$ cat src/rtl/seq_pkg.sv
package seq_pkg;

    localparam int OPC_W = 2;

    typedef enum logic [OPC_W-1:0] {
        OP_JMP  = 2'b00,
        OP_JC   = 2'b01,
        OP_OUT  = 2'b10,
        OP_OUT2 = 2'b11
    } opcode_e;

    // Power-up program: conditional jump to 4, seven emits, jump to 0.
    function automatic logic [OPC_W-1:0] boot_op(input int unsigned idx);
        case (idx)
            0:                      return OP_JC;
            1, 2, 3, 4, 5, 6, 7:    return OP_OUT;
            default:                return OP_JMP;
        endcase
    endfunction

    function automatic int unsigned boot_arg(input int unsigned idx);
        case (idx)
            0:       return 4;
            1:       return 3;
            2:       return 2;
            3:       return 4;
            4:       return 8;
            5:       return 5;
            6:       return 6;
            7:       return 1;
            default: return 0;
        endcase
    endfunction

endpackage

$ cat src/rtl/seq_imem.sv
module seq_imem
    import seq_pkg::*;
#(
    parameter int OPND_W = 4,
    localparam int WORD_W = OPC_W + OPND_W,
    localparam int DEPTH  = 2 ** OPND_W
) (
    input  logic              clk,
    input  logic              wr_en,
    input  logic [OPND_W-1:0] wr_addr,
    input  logic [WORD_W-1:0] wr_data,
    input  logic [OPND_W-1:0] rd_addr,
    output logic [WORD_W-1:0] rd_data
);

    logic [WORD_W-1:0] mem_q [DEPTH];

    // Power-up contents of the store.
    initial begin
        for (int i = 0; i < DEPTH; i++) begin
            mem_q[i] = {boot_op(i), OPND_W'(boot_arg(i))};
        end
    end

    always_ff @(posedge clk) begin
        if (wr_en) begin
            mem_q[wr_addr] <= wr_data;
        end
    end

    // Asynchronous read, so each word is fetched and executed in one cycle.
    assign rd_data = mem_q[rd_addr];

endmodule

$ cat src/rtl/seq_ctrl.sv
module seq_ctrl
    import seq_pkg::*;
(
    input  logic [OPC_W-1:0] opc,
    input  logic             loc,
    output logic             pc_ld,
    output logic             pc_inc,
    output logic             out_ld
);

    always_comb begin
        out_ld = opc[1];
        pc_ld  = ~opc[1] & (~opc[0] | loc);
        pc_inc = ~pc_ld;
    end

endmodule

$ cat src/rtl/seq_pgm_cpu.sv
module seq_pgm_cpu
    import seq_pkg::*;
#(
    parameter int OPND_W = 4,
    localparam int WORD_W = OPC_W + OPND_W
) (
    input  logic              clk,
    input  logic              rst_n,
    input  logic              loc_i,
    input  logic              pgm_we_i,
    input  logic [OPND_W-1:0] pgm_addr_i,
    input  logic [WORD_W-1:0] pgm_data_i,
    output logic [OPND_W-1:0] dout_o
);

    typedef struct packed {
        logic [OPND_W-1:0] pc;
        logic [OPND_W-1:0] dout;
    } cpu_st_t;

    cpu_st_t st_d, st_q;

    logic [WORD_W-1:0] instr_w;
    logic [OPND_W-1:0] arg_w;
    logic              pc_ld_w, pc_inc_w, out_ld_w;

    seq_imem #(.OPND_W(OPND_W)) i_imem (
        .clk     (clk),
        .wr_en   (pgm_we_i & ~rst_n),
        .wr_addr (pgm_addr_i),
        .wr_data (pgm_data_i),
        .rd_addr (st_q.pc),
        .rd_data (instr_w)
    );

    assign arg_w = instr_w[OPND_W-1:0];

    seq_ctrl i_ctrl (
        .opc    (instr_w[WORD_W-1 -: OPC_W]),
        .loc    (loc_i),
        .pc_ld  (pc_ld_w),
        .pc_inc (pc_inc_w),
        .out_ld (out_ld_w)
    );

    always_comb begin
        st_d = st_q;
        if (out_ld_w) begin
            st_d.dout = arg_w;
        end
        if (pc_ld_w) begin
            st_d.pc = arg_w;
        end else if (pc_inc_w) begin
            st_d.pc = st_q.pc + 1'b1;
        end
    end

    always_ff @(posedge clk or negedge rst_n) begin
        if (!rst_n) begin
            st_q <= '0;
        end else begin
            st_q <= st_d;
        end
    end

    assign dout_o = st_q.dout;

endmodule

$ cat config.mk
export PLATFORM = sky130hd
export DESIGN_NAME = seq_pgm_cpu
export DESIGN_NICKNAME = d
export VERILOG_FILES = /design/src/rtl/seq_pkg.sv /design/src/rtl/seq_imem.sv /design/src/rtl/seq_ctrl.sv /design/src/rtl/seq_pgm_cpu.sv
export SDC_FILE = /design/constraint.sdc
export NUM_CORES = 1
export LEC_CHECK = 0
export BUFFER_PORTS_ARGS = -buffer_cell sky130_fd_sc_hd__buf_2
export CAP_MARGIN = 20
export CORE_ASPECT_RATIO = 0.75
export CORE_MARGIN = 3
export CORE_UTILIZATION = 55
export CTS_CLUSTER_DIAMETER = 150
export DETAILED_ROUTE_END_ITERATION = 16
export PLACE_DENSITY = 0.8
export RECOVER_POWER = 50
export SYNTH_ARGS = -nofsm -noshare
export SYNTH_HDL_FRONTEND = slang
export SYNTH_HIERARCHICAL = 1
export SYNTH_SLANG_ARGS = --single-unit
$ cat constraint.sdc
create_clock -name clk -period 2.6 [get_ports clk]
set_clock_uncertainty 0.2 [all_clocks]
set_input_delay 0.13 -clock clk [delete_from_list [all_inputs] [get_ports clk]]
set_output_delay 0.13 -clock clk [all_outputs]
set_load 0.03 [all_outputs]
==> out/metrics.cfg, run 1 <==
[layout]
diodes = 0
final_layout_size_suffix_gt1_frac = 0.2332
nFillCells = 495
syn2layout_area_growth_pct = 12.03
fin_nets = 263

[timing]
hold_viol_final = 0
fin_tns_setup_ns = 0
hold-worst-slack_ns = 0.03322
rsz0062_at_grt = no
final_max_slew_viol_count = 0
period_needed_ns = 2.455
max_slew_margin = 0.5052
tightest_slew_ns = 0.7423
fin_crit_sh = 0.9443
max_freq_mhz = 407.3
setup_viol = 0

[placement]
port_buffers = 17
routabilityCongestion = 0.8846
detailed_place_hpwl_mm = 5.034

[logic_synthesis]
synth_largest_area_cell = edfxtp_1
netlist_instances = 207
synth_cell_types = 28
syn-num-nets = 222
async_flop_share = 0.07692
synth.yosys.warnings = 6
syn_avg_cell_area_um2 = 20.21
synth.area.top_cells = edfxtp_1 (69%), mux4_1 (7.5%), mux4_2 (6.5%)
yosysMostFrequentCell = edfxtp_1
synth.top_cells.by_count = edfxtp_1 (96), nor2_1 (13), a22oi_1 (12), mux4_1 (12), mux4_2 (12)
synth_ff_type = edfxtp_1
syn-cell-area_um2 = 4183
synth-seq-cells = 104
synth_edf_count = 96
ys_seq_area_frac = 0.7371
synth_top_cell_area_share = 0.6892

[detailed_routing]
postRouteAntennaNets = 0
wl_per_cell_um = 21.04
drc = 0
drt-pass1-iter-count = 4
dr.first_iter.drc_count = 221
viasPerCell = 5.866
vias = 2059
finalWirelength_mm = 7.386

[cts]
cts_root_buf = clkbuf_8
htreeDepth = 3
cts_max_path_buffers = 2
postCtsSetupRepairBufs = 0
clock-sinks = 104
clk_latency_ns = 0.36
cts_buffers = 9
path_clk_slew_ns = 0.09
cts_tree = yes

[critical_path]
crit_path_start = st_q[4]
cp.depth = 8
worstSetupEndpointType = flip-flop
reg2regPathDepth = 8
worstPathArrival_ns = 2.51
crit_path_end = st_q[7]
worstSetupPathType = flip-flop to flip-flop
path_cells = buf_12 -> mux4_1 -> a22oi_1 -> nand2_1 -> a21o_1 -> nand4_2 -> xnor2_1 -> mux2_2
r2r_end = st_q[7]
critPathRequiredTime_ns = 2.65
crit_buf_inv = 1
path_max_fanout = 17
path_delay_family = multiplexers
start_kind = flip-flop
max_stage_delay_ns = 0.56
crit_slowest_cell = mux4_1
reg2reg_from = st_q[4]
reg2reg_setup_slack_ns = 0.14

[floorplan]
ios = 18
core_area_um2 = 7092
rows = 26
start_util = 0.5898
die-height_um = 81.53
die_area_um2 = 8698
die_w_um = 106.7

[power]
ir_drop_mv = 0.8182
p_leak_uw = 0.001571
p_per_area_nw_per_um2 = 911.1

[global_routing]
grt_usage = 0.1930
grt_first_pass_wirelength_mm = 11.75
globalRoute.totalOverflow = 0
antenna_found_initial = 0
grt_pass1_vias = 2026
grt_max_degree = 28

[outcome]
status = finished, final reports clean

[hold_path]
worst_hold_path_type = input port to flip-flop

[job]
cap_viol_max_count = 0

## sequential cells by signal, indices dropped and copies added (netlist names)
signal        cells
i_imem/mem_q     96
st_q              4
dout_o            4
## kinds of logic after synthesis
family / synth area share
adder cells (fa/ha/maj): 0.002991
flip-flops: 0.7371
AND/OR/NAND/NOR: 0.04517
AO/OA/AOI/OAI: 0.02812
XOR/XNOR: 0.006283
buffers and inverters: 0.02452
multiplexers: 0.1558
## layout by cell type, fill, tap and decap left out, drive strengths merged, types with 5 or more instances in the layout
master       count
buf             25
nor2            13
a22oi           12
clkbuf          19
nand2           11
mux2             5
edfxtp          96
dlygate4sd3      8
mux4            24
dfrtp            8
## area by class of cell
type	count	area [um2]	share of cell area
Clock buffer	10	127.6	0.02724
Clock inverter	6	41.29	0.008812
Inverter	1	3.754	0.0008011
Multi-Input combinational cell	90	1001	0.2136
Sequential cell	104	3083	0.6579
Tap cell	98	122.6	0.02617
Timing Repair Buffer	42	306.5	0.06542
## through the flow
stage	instance area [um2]	util	instances	setup slack (ns)	total power [uW]
after floorplan	4183	-	207	0.1022	3126
after global routing	4686	0.6607	351	0.03883	4499
after global placement	4444	0.6267	327	0.1611	3381
after CTS	4693	0.6618	351	0.08112	4295
after detailed placement	4444	0.6267	327	0.1063	3422
final	4686	0.6607	351	0.1448	4269
## worst reg2reg max path, stage by stage (launching register included)
cell,delay [ns]
dfrtp_1,0.38
buf_12,0.18
mux4_1,0.57
a22oi_1,0.20
nand2_1,0.13
a21o_1,0.24
nand4_2,0.11
xnor2_1,0.07
mux2_2,0.26
## power breakdown
part           leakage, uW  switching (uW)  internal, uW  total (uW)
logic             0.000529             727           688        1420
registers         0.000962            58.8          1920        1980
clock network    0.0000807             527           350         877
total              0.00157            1310          2960        4270
## worst min path at each step
stage | from | end | slack, ns | depth (start not counted)
floorplan | rst_n | dout_o[0] | -0.37 | 0
global placement | rst_n | dout_o[1] | -0.22 | 1
detailed placement | rst_n | dout_o[3] | -0.21 | 1
CTS | pgm_addr_i[3] | i_imem/mem_q[2][5] | 0.05 | 3
global route | loc_i | st_q[4] | 0.06 | 5
finish | loc_i | st_q[4] | 0.03 | 5
## routing by layer
| layer | vias to the layer above | track usage | wire length (um) |
|---|---|---|---|
| met2 | 95 | 0.2732 | 3282 |
| li1 | 929 | - | - |
| met3 | 8 | 0.06441 | 675 |
| met4 | 0 | 0.05747 | 89 |
| met1 | 1027 | 0.2895 | 3340 |
| met5 | - | 0 | 0 |
## timing repair
item                                   4_1_cts  5_1_grt
setup endpoints to repair                    0        1
gates resized for setup                      0        1
endpoints found under the hold margin      104        0
hold buffers                                 8        0
No activity file was read; power rests on OpenSTA's default activity.
==> inputs of run 2 (changes only) <==
--- a/config.mk
+++ b/config.mk
@@ -12,7 +12,7 @@
 export CORE_UTILIZATION = 55
 export CTS_CLUSTER_DIAMETER = 150
 export DETAILED_ROUTE_END_ITERATION = 16
-export PLACE_DENSITY = 0.8
+export PLACE_DENSITY = 0.77
 export RECOVER_POWER = 50
 export SYNTH_ARGS = -nofsm -noshare
 export SYNTH_HDL_FRONTEND = slang
==> constraint.sdc (replaced) <==
create_clock -name clk -period 2.29 [get_ports clk]
set_clock_uncertainty 0.2 [all_clocks]
set_input_delay 0.1145 -clock clk [delete_from_list [all_inputs] [get_ports clk]]
set_output_delay 0.1145 -clock clk [all_outputs]
set_load 0.03 [all_outputs]
==> out/metrics.cfg, run 2 (synthesized netlist as in run 1, its figures left out) <==
[outcome]
status = finished, violations left
failed_checks = setup timing

[cts]
htreeDepth = 3
cts_max_path_buffers = 2
clk_latency_ns = 0.37
path_clk_slew_ns = 0.09
cts_root_buf = clkbuf_8
clock-sinks = 104
cts_buffers = 9
cts_tree = yes

[critical_path]
reg2reg_from = st_q[4]
worstPathArrival_ns = 2.41
path_max_fanout = 6
crit_buf_inv = 2
crit_slowest_cell = mux4_2
critPathRequiredTime_ns = 2.35
max_stage_delay_ns = 0.50
r2r_end = st_q[7]
reg2reg_setup_slack_ns = -0.06
reg2regPathDepth = 7
worstSetupPathType = flip-flop to flip-flop
path_delay_family = multiplexers
worstSetupEndpointType = flip-flop
path_cells = buf_12 -> mux4_2 -> a22oi_2 -> nand2_1 -> buf_4 -> a21oi_4 -> mux2_2
start_kind = flip-flop

[timing]
final_max_slew_viol_count = 0
max_freq_mhz = 425.6
fin_crit_sh = 1.026
fin_tns_setup_ns = -0.05953
setup_viol = 1
hold-worst-slack_ns = 0.07165
tightest_slew_ns = 0.8132
max_slew_margin = 0.4579
period_needed_ns = 2.350
hold_viol_final = 0
timing.final.ws_setup_ns = -0.05953
rsz0062_at_grt = yes

[hold_path]
worst_hold_path_type = input port to flip-flop
hold-path-cell-count = 4
whs_endpoint = st_q[7]
hold_start = loc_i

[layout]
regArea_um2 = 3084
syn2layout_area_growth_pct = 16.33
fin_nets = 275
fin_area_um2 = 4866
top_register = i_imem/mem_q
multi_input_area_um2 = 1011
nFillCells = 501
largest_reg_flops = 96
diodes = 0
final_cell_mix = edfxtp_1 (96), buf_4 (24), mux4_2 (20)
final_layout_size_suffix_gt1_frac = 0.3283
final_common_cell = edfxtp_1

[job]
cap_viol_max_count = 0

[detailed_routing]
finalWirelength_mm = 7.858
drt-pass1-iter-count = 4
vias = 2066
viasPerCell = 5.691
postRouteAntennaNets = 0
dr.first_iter.drc_count = 159
drc = 0
wl_per_cell_um = 21.65

[power]
p_leak_uw = 0.001636
power_uw = 5502
ir_drop_mv = 0.6226
p_per_area_nw_per_um2 = 1131

[floorplan]
die-height_um = 81.53
die_w_um = 106.7
ios = 18
die_area_um2 = 8698
start_util = 0.5898
core_area_um2 = 7092
rows = 26

[global_routing]
grt_first_pass_wirelength_mm = 12.41
grt_pass1_vias = 2164
grt_max_degree = 22
grt_usage = 0.2051
globalRoute.totalOverflow = 0
antenna_found_initial = 0

[placement]
postPlaceCellArea_um2 = 4512
routabilityCongestion = 0.8291
port_buffers = 17
detailed_place_hpwl_mm = 5.265

[run 2: metal layers]
| layer | up-vias | GRT usage | wire length, um |
|---|---|---|---|
| li1 | 944 | - | - |
| met1 | 1059 | 0.2777 | 3377 |
| met2 | 55 | 0.3285 | 3888 |
| met3 | 8 | 0.04870 | 480 |
| met4 | 0 | 0.08429 | 112 |
| met5 | - | 0 | 0 |
[run 2: layout make-up]
class	instances	area share
clock inverters	7	0.02031
flip-flops and latches	104	0.6338
well taps	98	0.02520
repair buffers	54	0.08665
multi-input cells	90	0.2078
inverters	1	0.0007714
clock buffers	9	0.02546
[run 2: timing repair]
action                                  CTS  global route
hold endpoints to repair                104             0
buffers inserted                          0             1
gates resized for setup                  12             8
pin swaps                                 5             4
endpoints found under the setup margin    6             8
gates cloned                              1             0
hold buffers                              8             0
[run 2: where the power goes]
group	total (uW)	internal, uW	switching (uW)
registers	2260	2180	84.2
logic	2000	1050	947
clock network	1240	625	617
[run 2: how the worst max path moves through the flow]
stage,from,end,slack [ns],depth (start not counted)
global route,st_q[4],st_q[7],-0.14,8
CTS,st_q[4],st_q[7],-0.05,8
global placement,st_q[4],st_q[4],-0.01,8
detailed placement,st_q[4],st_q[7],-0.06,8
floorplan,st_q[4],st_q[7],-0.1,9
finish,st_q[4],st_q[7],-0.06,7
[run 2: per-stage QoR]
stage | setup slack [ns] | utilization | std cells
after floorplan | -0.09818 | - | 207
after global placement | -0.01102 | 0.6362 | 337
after detailed placement | -0.05600 | 0.6362 | 337
after CTS | -0.05006 | 0.6870 | 362
after global routing | -0.1381 | 0.6861 | 363
final | -0.05953 | 0.6861 | 363
[run 2: worst min-delay path, stage by stage]
cell,delay [ns]
buf_2,0.08
inv_1,0.07
a21oi_4,0.18
mux2_2,0.16
==> inputs of run 3 (changes only) <==
--- a/config.mk
+++ b/config.mk
@@ -5,6 +5,7 @@
 export SDC_FILE = /design/constraint.sdc
 export NUM_CORES = 1
 export LEC_CHECK = 0
+export ABC_AREA = 1
 export BUFFER_PORTS_ARGS = -buffer_cell sky130_fd_sc_hd__buf_2
 export CAP_MARGIN = 20
 export CORE_ASPECT_RATIO = 0.75
==> out/metrics.cfg, run 3 <==
[power]
p_clk_frac = 0.233
p_leak_uw = 0.002211
power_switching_uw = 2294
internal_power_uw = 3799
switching_share = 0.3765
ir_drop_mv = 0.5377
comb_power_share = 0.394
p_per_area_nw_per_um2 = 1170
power_frac_seq = 0.373

[cts]
htreeDepth = 3
path_clk_slew_ns = 0.07
cts_tree = yes
cts_root_buf = clkbuf_16
cts_max_path_buffers = 2
cts_buffers = 9
clock-sinks = 104
clk_latency_ns = 0.34

[layout]
fin_area_um2 = 5207
final_layout_size_suffix_gt1_frac = 0.1609
diodes = 0
multi_input_area_um2 = 1141
final_cell_mix = nand2_1 (138), edfxtp_1 (96), nand3_1 (75)
top_register = i_imem/mem_q
final_common_cell = nand2_1
fin_nets = 501
largest_reg_flops = 96
syn2layout_area_growth_pct = 12.18
post-route-util = 0.6463
nFillCells = 657
regArea_um2 = 3084

[logic_synthesis]
synth_top_cell_area_share = 0.6210
synth_largest_area_cell = edfxtp_1
ys_seq_area_frac = 0.6642
synth_edf_count = 96
synth-seq-cells = 104
syn-cell-area_um2 = 4642
syn_avg_cell_area_um2 = 10.07
synth_ff_type = edfxtp_1
async_flop_share = 0.07692
syn-num-nets = 476
synth_cell_types = 21
synth.yosys.warnings = 6
yosysMostFrequentCell = nand2_1
synth.top_cells.by_count = nand2_1 (140), edfxtp_1 (96), nand3_1 (76), inv_1 (54), inv_2 (26)
netlist_instances = 461
synth.area.top_cells = edfxtp_1 (62%), nand2_1 (11%), nand3_1 (8.2%)

[critical_path]
path_delay_family = simple AND/OR/NAND/NOR gates
worstSetupEndpointType = flip-flop
reg2reg_setup_slack_ns = 0.08
worstPathArrival_ns = 2.24
crit_buf_inv = 1
path_max_fanout = 18
critPathRequiredTime_ns = 2.32
max_stage_delay_ns = 0.45
crit_slowest_cell = dfrtp_2
path_cells = buf_4 -> nand2_1 -> nand3_1 -> nand3_1 -> nand3_1 -> nand2_1 -> a21oi_4 -> nor2_2 -> a21boi_0 -> o21ai_1
crit_path_frequent_cell = nand3_1
start_kind = flip-flop
worstSetupPathType = flip-flop to flip-flop

[timing]
fin_crit_sh = 0.9668
fin_tns_setup_ns = 0
max_freq_mhz = 451.7
max_slew_margin = 0.3644
final_max_slew_viol_count = 0
hold_viol_final = 0
rsz0062_at_grt = yes
tightest_slew_ns = 0.9535
setup_viol = 0
period_needed_ns = 2.214

[global_routing]
grt_max_degree = 29
globalRoute.totalOverflow = 0
grt_first_pass_wirelength_mm = 16.14
grt_usage = 0.2220
grt_pass1_vias = 3037
antenna_found_initial = 0

[job]
cap_viol_max_count = 0

[outcome]
status = finished, final reports clean

[placement]
detailed_place_hpwl_mm = 6.477
routabilityCongestion = 0.8699
postPlaceCellArea_um2 = 4847
port_buffers = 17

[hold_path]
worst_hold_path_type = input port to flip-flop

[floorplan]
start_util = 0.5761
die-height_um = 85.56
die_area_um2 = 9590
core_area_um2 = 8058
die_w_um = 112.1
ios = 18
rows = 28

[detailed_routing]
drc = 0
finalWirelength_mm = 10.14
vias = 3170
drt-pass1-iter-count = 4
dr.first_iter.drc_count = 299
postRouteAntennaNets = 0
viasPerCell = 5.319
wl_per_cell_um = 17.02

[run 3: changes by cell type after synthesis, moves of 4 or more]
cell | before | now
nor2_1 | 13 | 20
clkinv_2 | 0 | 4
inv_1 | 1 | 54
buf_6 | 4 | 0
nand2_1 | 11 | 140
nor3_1 | 4 | 0
a22oi_1 | 12 | 1
buf_2 | 0 | 10
mux4_2 | 12 | 0
nand3_1 | 1 | 76
mux4_1 | 12 | 0
inv_2 | 0 | 26
[run 3: power by group through the flow]
stage	combinational, uW	clock, uW	sequential [uW]
after floorplan	1610	0	2290
after global placement	2100	0	2290
after detailed placement	2140	0	2290
after CTS	2190	1440	2250
after global routing	2640	1530	2280
final	2400	1420	2270
[run 3: area by class of cell]
cell class	instances	area share
clock buffers	10	0.04397
clock inverters	6	0.008409
inverters	84	0.06199
multi-input cells	251	0.2191
flip-flops and latches	104	0.5923
well taps	105	0.02523
repair buffers	36	0.04901
[run 3: through the flow]
stage                     setup WS, ns  hold slack [ns]  total power [uW]  std cells
after detailed placement        0.1567          -0.2226              4438        575
after global placement          0.2135          -0.2224              4386        575
after CTS                       0.1429         0.005592              5877        595
after floorplan                 0.2784          -0.3811              3903        461
final                          0.07592          0.05388              6092        596
after global routing          -0.01792          0.07399              6447        596
[run 3: worst reg2reg max path: stages, from the launching register on]
cell and delay (ns):
dfrtp_2 0.45, buf_4 0.27, nand2_1 0.08, nand3_1 0.09
nand3_1 0.11, nand3_1 0.12, nand2_1 0.13, a21oi_4 0.29
nor2_2 0.10, a21boi_0 0.17, o21ai_1 0.09
[run 3: layer usage]
layer | up-vias | track usage | wire length (um)
met5 | - | 0 | 0
met4 | 0 | 0.06878 | 158
met3 | 20 | 0.04372 | 957
met2 | 135 | 0.3423 | 4640
met1 | 1484 | 0.3240 | 4386
li1 | 1531 | - | -
[run 3: worst paths after layout]
path / start / to / depth (start not counted)
worst max register to register: st_q[4] / st_q[6] / 10
max in group asynchronous: rst_n / st_q[4] / 3
min in group asynchronous: rst_n / st_q[5] / 3
worst max-delay path: st_q[4] / st_q[6] / 10
worst min-delay path: loc_i / st_q[5] / 5
worst min register to register: dout_o[3] / dout_o[3] / 1
[run 3: logic make-up (layout without fill, tap and decap cells)]
| family | after synthesis | count (layout) | synth area share |
|---|---|---|---|
| AO/OA/AOI/OAI | 6 | 6 | 0.008895 |
| XOR/XNOR | 1 | 1 | 0.001887 |
| adder cells (fa/ha/maj) | 1 | 1 | 0.002695 |
| buffers and inverters | 106 | 136 | 0.09676 |
| flip-flops | 104 | 104 | 0.6641 |
| multiplexers | 4 | 4 | 0.009703 |
| AND/OR/NAND/NOR | 239 | 239 | 0.2159 |
[run 3: timing repair]
| action | in CTS | in global routing |
|---|---|---|
| endpoints found under the hold margin | 40 | 0 |
| hold buffers | 4 | 0 |
| setup endpoints to repair | 0 | 4 |
| buffers inserted | 0 | 1 |
| gates resized for setup | 0 | 17 |
